### src/rtl/tx_deemph_encoder.sv
module tx_deemph_encoder #(
  parameter int LEVEL_W  = 8,
  parameter int WEIGHT_W = 6,
  parameter int FULL     = 127
) (
  input  logic                       clk,
  input  logic                       rst_n,
  input  logic                       bit_valid,
  input  logic                       bit_in,
  input  logic [WEIGHT_W-1:0]        weight,
  input  logic                       bypass,
  output logic signed [LEVEL_W-1:0]  level_out,
  output logic                       level_valid
);

  localparam logic signed [LEVEL_W-1:0] FULL_L = LEVEL_W'(FULL);

  logic                      prev_bit;
  logic                      have_prev;
  logic [WEIGHT_W-1:0]       w_eff;
  logic signed [LEVEL_W-1:0] post_mag;
  logic signed [LEVEL_W-1:0] main_mag;
  logic                      ref_bit;
  logic signed [LEVEL_W-1:0] main_tap;
  logic signed [LEVEL_W-1:0] post_tap;
  logic signed [LEVEL_W-1:0] level_next;

  // post tap sees the previous bit; with no history it sees the opposite bit
  assign w_eff      = bypass ? '0 : weight;
  assign post_mag   = $signed({{(LEVEL_W-WEIGHT_W){1'b0}}, w_eff});
  assign main_mag   = FULL_L - post_mag;
  assign ref_bit    = have_prev ? prev_bit : ~bit_in;
  assign main_tap   = bit_in  ? main_mag : -main_mag;
  assign post_tap   = ref_bit ? post_mag : -post_mag;
  assign level_next = main_tap - post_tap;

  always_ff @(posedge clk) begin
    if (!rst_n) begin
      level_out   <= '0;
      level_valid <= 1'b0;
      prev_bit    <= 1'b0;
      have_prev   <= 1'b0;
    end else begin
      level_valid <= bit_valid;
      level_out   <= bit_valid ? level_next : '0;
      if (bit_valid) begin
        prev_bit  <= bit_in;
        have_prev <= 1'b1;
      end
    end
  end

  assert_valid_follows_R1: assert property (@(posedge clk) disable iff (!rst_n)
    bit_valid |=> level_valid);

  assert_idle_zero_R7: assert property (@(posedge clk) disable iff (!rst_n)
    !bit_valid |=> (!level_valid && level_out == '0));

  assert_sign_tracks_bit_R2: assert property (@(posedge clk) disable iff (!rst_n)
    bit_valid |=> (level_out[LEVEL_W-1] == !$past(bit_in)));

  assert_bypass_full_R5: assert property (@(posedge clk) disable iff (!rst_n)
    (bit_valid && bypass) |=> (level_out == FULL_L || level_out == -FULL_L));

  assert_first_bit_full_R4: assert property (@(posedge clk) disable iff (!rst_n)
    (bit_valid && !have_prev) |=> (level_out == FULL_L || level_out == -FULL_L));

endmodule

### config.mk
export PLATFORM = sky130hd
export DESIGN_NAME = tx_deemph_encoder
export DESIGN_NICKNAME = d
export VERILOG_FILES = /design/src/rtl/tx_deemph_encoder.sv
export SDC_FILE = /design/constraint.sdc
export NUM_CORES = 1
export LEC_CHECK = 0
export BUFFER_PORTS_ARGS = -buffer_cell sky130_fd_sc_hd__buf_4
export CAP_MARGIN = 20
export CORE_MARGIN = 2
export CORE_UTILIZATION = 53
export DETAILED_ROUTE_END_ITERATION = 8
export PLACE_DENSITY = 0.78
export SLEW_MARGIN = 10
export SYNTH_ARGS = -nofsm -noshare
export SYNTH_HDL_FRONTEND = slang
export SYNTH_SLANG_ARGS = --single-unit
### constraint.sdc
create_clock -name clk -period 6.2 [get_ports clk]
set_input_delay 0.62 -clock clk [delete_from_list [all_inputs] [get_ports clk]]
set_output_delay 0.62 -clock clk [all_outputs]
set_load 0.02 [all_outputs]
==> results.py <==
metrics = {
    "synthesis": {
        "postSynthNetCount": 134,
        "syn_area_per_cell_um2": 8.12,
        "synth_seq_cells": 11,
        "yosys.area_share.adder_pct": 11.5,
        "ys_warn_count": 0,
        "synthXorXnorAreaFrac_pct": 6.57,
        "ys_seq_area_share_pct": 23.6,
        "synth_top_family_by_area": "compound AO/OA/AOI/OAI gates",
        "synth_top_area_share_pct": 23.6,
        "ys_types": 35,
        "syn_area_um2": 933,
        "post_synth_and_or_nand_nor_area_fraction_pct": 22.8,
        "yosys-top-cells-area": "dfxtp_1 24%, ha_1 9.4%, nor2_1 6.4%, a21oi_1 4.8%, a21o_1 4.0%",
        "synthCells": 115,
        "synthMuxAreaShare_pct": 3.75,
        "synth_compound_area_share_pct": 26.8,
        "synth_largest_area_cell": "dfxtp_1",
    },
    "flow_run": {
        "drv_cap": 0,
    },
    "timing": {
        "setup_tns_ns": 0,
        "fin_crit_sh_pct": 44.9,
        "max_freq_mhz": 360,
        "hold_violations": 0,
        "rsz0062_at_grt": "false",
        "tightestPinTransition_ns": 0.542,
        "slew_headroom_pct": 63.1,
        "finalClockSkew_ns": 0.000376,
        "drv_slew": 0,
        "setup_viol": 0,
        "layout_min_cycle_time_ns": 2.78,
    },
    "placed_design": {
        "numPortBuffers": 19,
        "dpl.cell_count": 148,
        "dp_hpwl_um": 1410,
        "place_congestion": 0.784,
    },
    "layout": {
        "mostFrequentLayoutCells": "19 x buf_4, 16 x nor2_1, 11 x dfxtp_1",
        "final_cells": 152,
        "final_common_cell": "buf_4",
        "seqCellArea_um2": 220,
        "fill_cells": 142,
        "fin_util_pct": 65.8,
        "n_antenna_cell": 0,
        "syn_to_final_growth_pct": 19.0,
        "multi_input_area_um2": 667,
        "drive_above_1_share_pct": 24.4,
        "finalNetCount": 155,
    },
    "die": {
        "dieArea_um2": 2110,
        "start_util_pct": 55.3,
        "die_y_um": 46.0,
        "rows": 15,
        "coreArea_um2": 1690,
        "io_pins": 20,
        "die_w_um": 46.0,
    },
    "setup_path": {
        "path_class": "primary input to register",
        "cp-startpoint": "bypass",
        "crit_fanout": 13,
        "timing.rr.start": "have_prev",
        "max_stage_delay_ns": 0.41,
        "ff2ff_setup_slack_ns": 3.56,
        "cp_slowest_cell": "fa_1",
        "critPathLaunchType": "primary input",
        "crit_required_ns": 6.34,
        "arrival_ns": 2.92,
        "endpoint_kind": "register",
        "cp_cell_sequence": "buf_4 -> nor2b_1 -> inv_1 -> ha_1 -> mux2_2 -> fa_1 -> nor2b_1 -> o21ai_1 -> a21boi_1 -> o21a_1 -> o21a_1 -> nor3_1",
    },
    "clock_tree": {
        "htree_num_levels": 1,
        "clk_pin_slew_ns": 0.06,
        "cts_repair_resize_count": 0,
        "cts_sinks": 11,
        "cts_setup_buffers": 0,
        "tritoncts": "yes",
        "ctsHoldBuffers": 0,
        "clkLatencyLatePin_ns": 0.26,
        "cts.path.max_buffers": 2,
        "root_buffer": "clkbuf_4",
        "numCtsBuffers": 3,
    },
    "power": {
        "leakagePower_nw": 0.502,
        "power_uw": 240,
        "switchingPower_uw": 85.2,
        "seqPwrFrac_pct": 33.3,
        "clockPowerShare_pct": 19.3,
        "ir_drop_mv": 0.134,
        "p_int_uw": 154,
        "comb_power_share_pct": 47.5,
        "p_per_area_nw_per_um2": 216,
        "p_sw_share_pct": 35.6,
    },
    "detailed_routing": {
        "antenna_left": 0,
        "vias": 851,
        "drt-wirelength-per-cell_um": 11.9,
        "drtIter0Drc": 21,
        "wirelength_um": 1820,
        "viasPerCell": 5.60,
        "drt_first_pass_iters": 4,
        "drc": 0,
    },
    "grt": {
        "grt_pass1_wl_um": 2840,
        "grt_overflow": 0,
        "antenna_found_initial": 0,
        "grt_usage_pct": 18.2,
        "grt_max_degree": 15,
        "grt_pass1_vias": 723,
    },
    "hold_path": {
        "hp-start": "have_prev",
        "hp-class": "register to register",
    },
    "outcome": {
        "outcome": "finished clean",
    },
}
==> cell usage after synthesis, drive strengths merged <==
cell	number
a2111oi	1
a211oi	1
a21boi	1
a21o	5
a21oi	10
a31o	1
and4	1
buf	1
clkbuf	2
dfxtp	11
fa	1
ha	7
inv	9
mux2	1
mux2i	2
nand2	5
nand2b	4
nand3	1
nor2	16
nor2b	6
nor3	7
nor4	1
o21a	4
o21ai	7
o32a	1
o32ai	1
or3	1
xnor2	4
xor2	3
==> flip-flops by register name, indices dropped and copies added, names as in the netlist <==
register,flops
prev_bit,1
level_out,8
level_valid,1
have_prev,1
==> power by group through the flow <==
| stage | clock network, mW | logic (mW) | registers, mW |
|---|---|---|---|
| final | 0.0462 | 0.114 | 0.0797 |
| after global routing | 0.0509 | 0.126 | 0.0802 |
| after CTS | 0.0475 | 0.114 | 0.0798 |
| after detailed placement | 0 | 0.112 | 0.0813 |
| after global placement | 0 | 0.111 | 0.0811 |
| after floorplan | 0 | 0.0766 | 0.0889 |
==> worst max-delay path, delay by kind of cell <==
kind | cells | cell delay [ns]
fa+ha+maj | 2 | 0.73
compound gates | 4 | 0.61
simple gates | 3 | 0.43
buf+inv | 2 | 0.25
mux | 1 | 0.30
==> final cells by class <==
class / count / area share (%)
repair buffers: 19 / 12.8
well taps: 17 / 1.91
multi-input cells: 92 / 60.0
clock buffers: 4 / 2.36
inverters: 9 / 3.04
flip-flops and latches: 11 / 19.8
==> stage by stage <==
stage | setup WS, ns | cell area (µm²) | hold slack, ns
finish | 3.42 | 1110 | 0.518
global route | 3.28 | 1110 | 0.530
CTS | 3.43 | 1110 | 0.521
detailed placement | 3.21 | 1080 | 0.506
global placement | 3.24 | 1080 | 0.506
floorplan | 3.56 | 933 | 0.480
==> metal layers <==
layer,vias up,global-route usage (%),wire length [µm]
li1,444,-,-
met1,393,22.0,843
met2,14,32.2,919
met3,0,4.76,53
met4,0,3.43,0
met5,-,0,0
==> worst paths after layout <==
check,depth (start not counted),to
min reg2reg,1,have_prev
min,1,have_prev
max reg2reg,9,level_out[6]
max,12,level_out[6]
==> logic make-up after synthesis <==
| logic type | count (synthesis) |
|---|---|
| AO/OA/AOI/OAI | 32 |
| XOR/XNOR | 7 |
| adder cells (fa/ha/maj) | 8 |
| buffers and inverters | 12 |
| flip-flops | 11 |
| multiplexers | 3 |
| AND/OR/NAND/NOR | 42 |
Note: power is estimated with default switching activity, not from simulation.
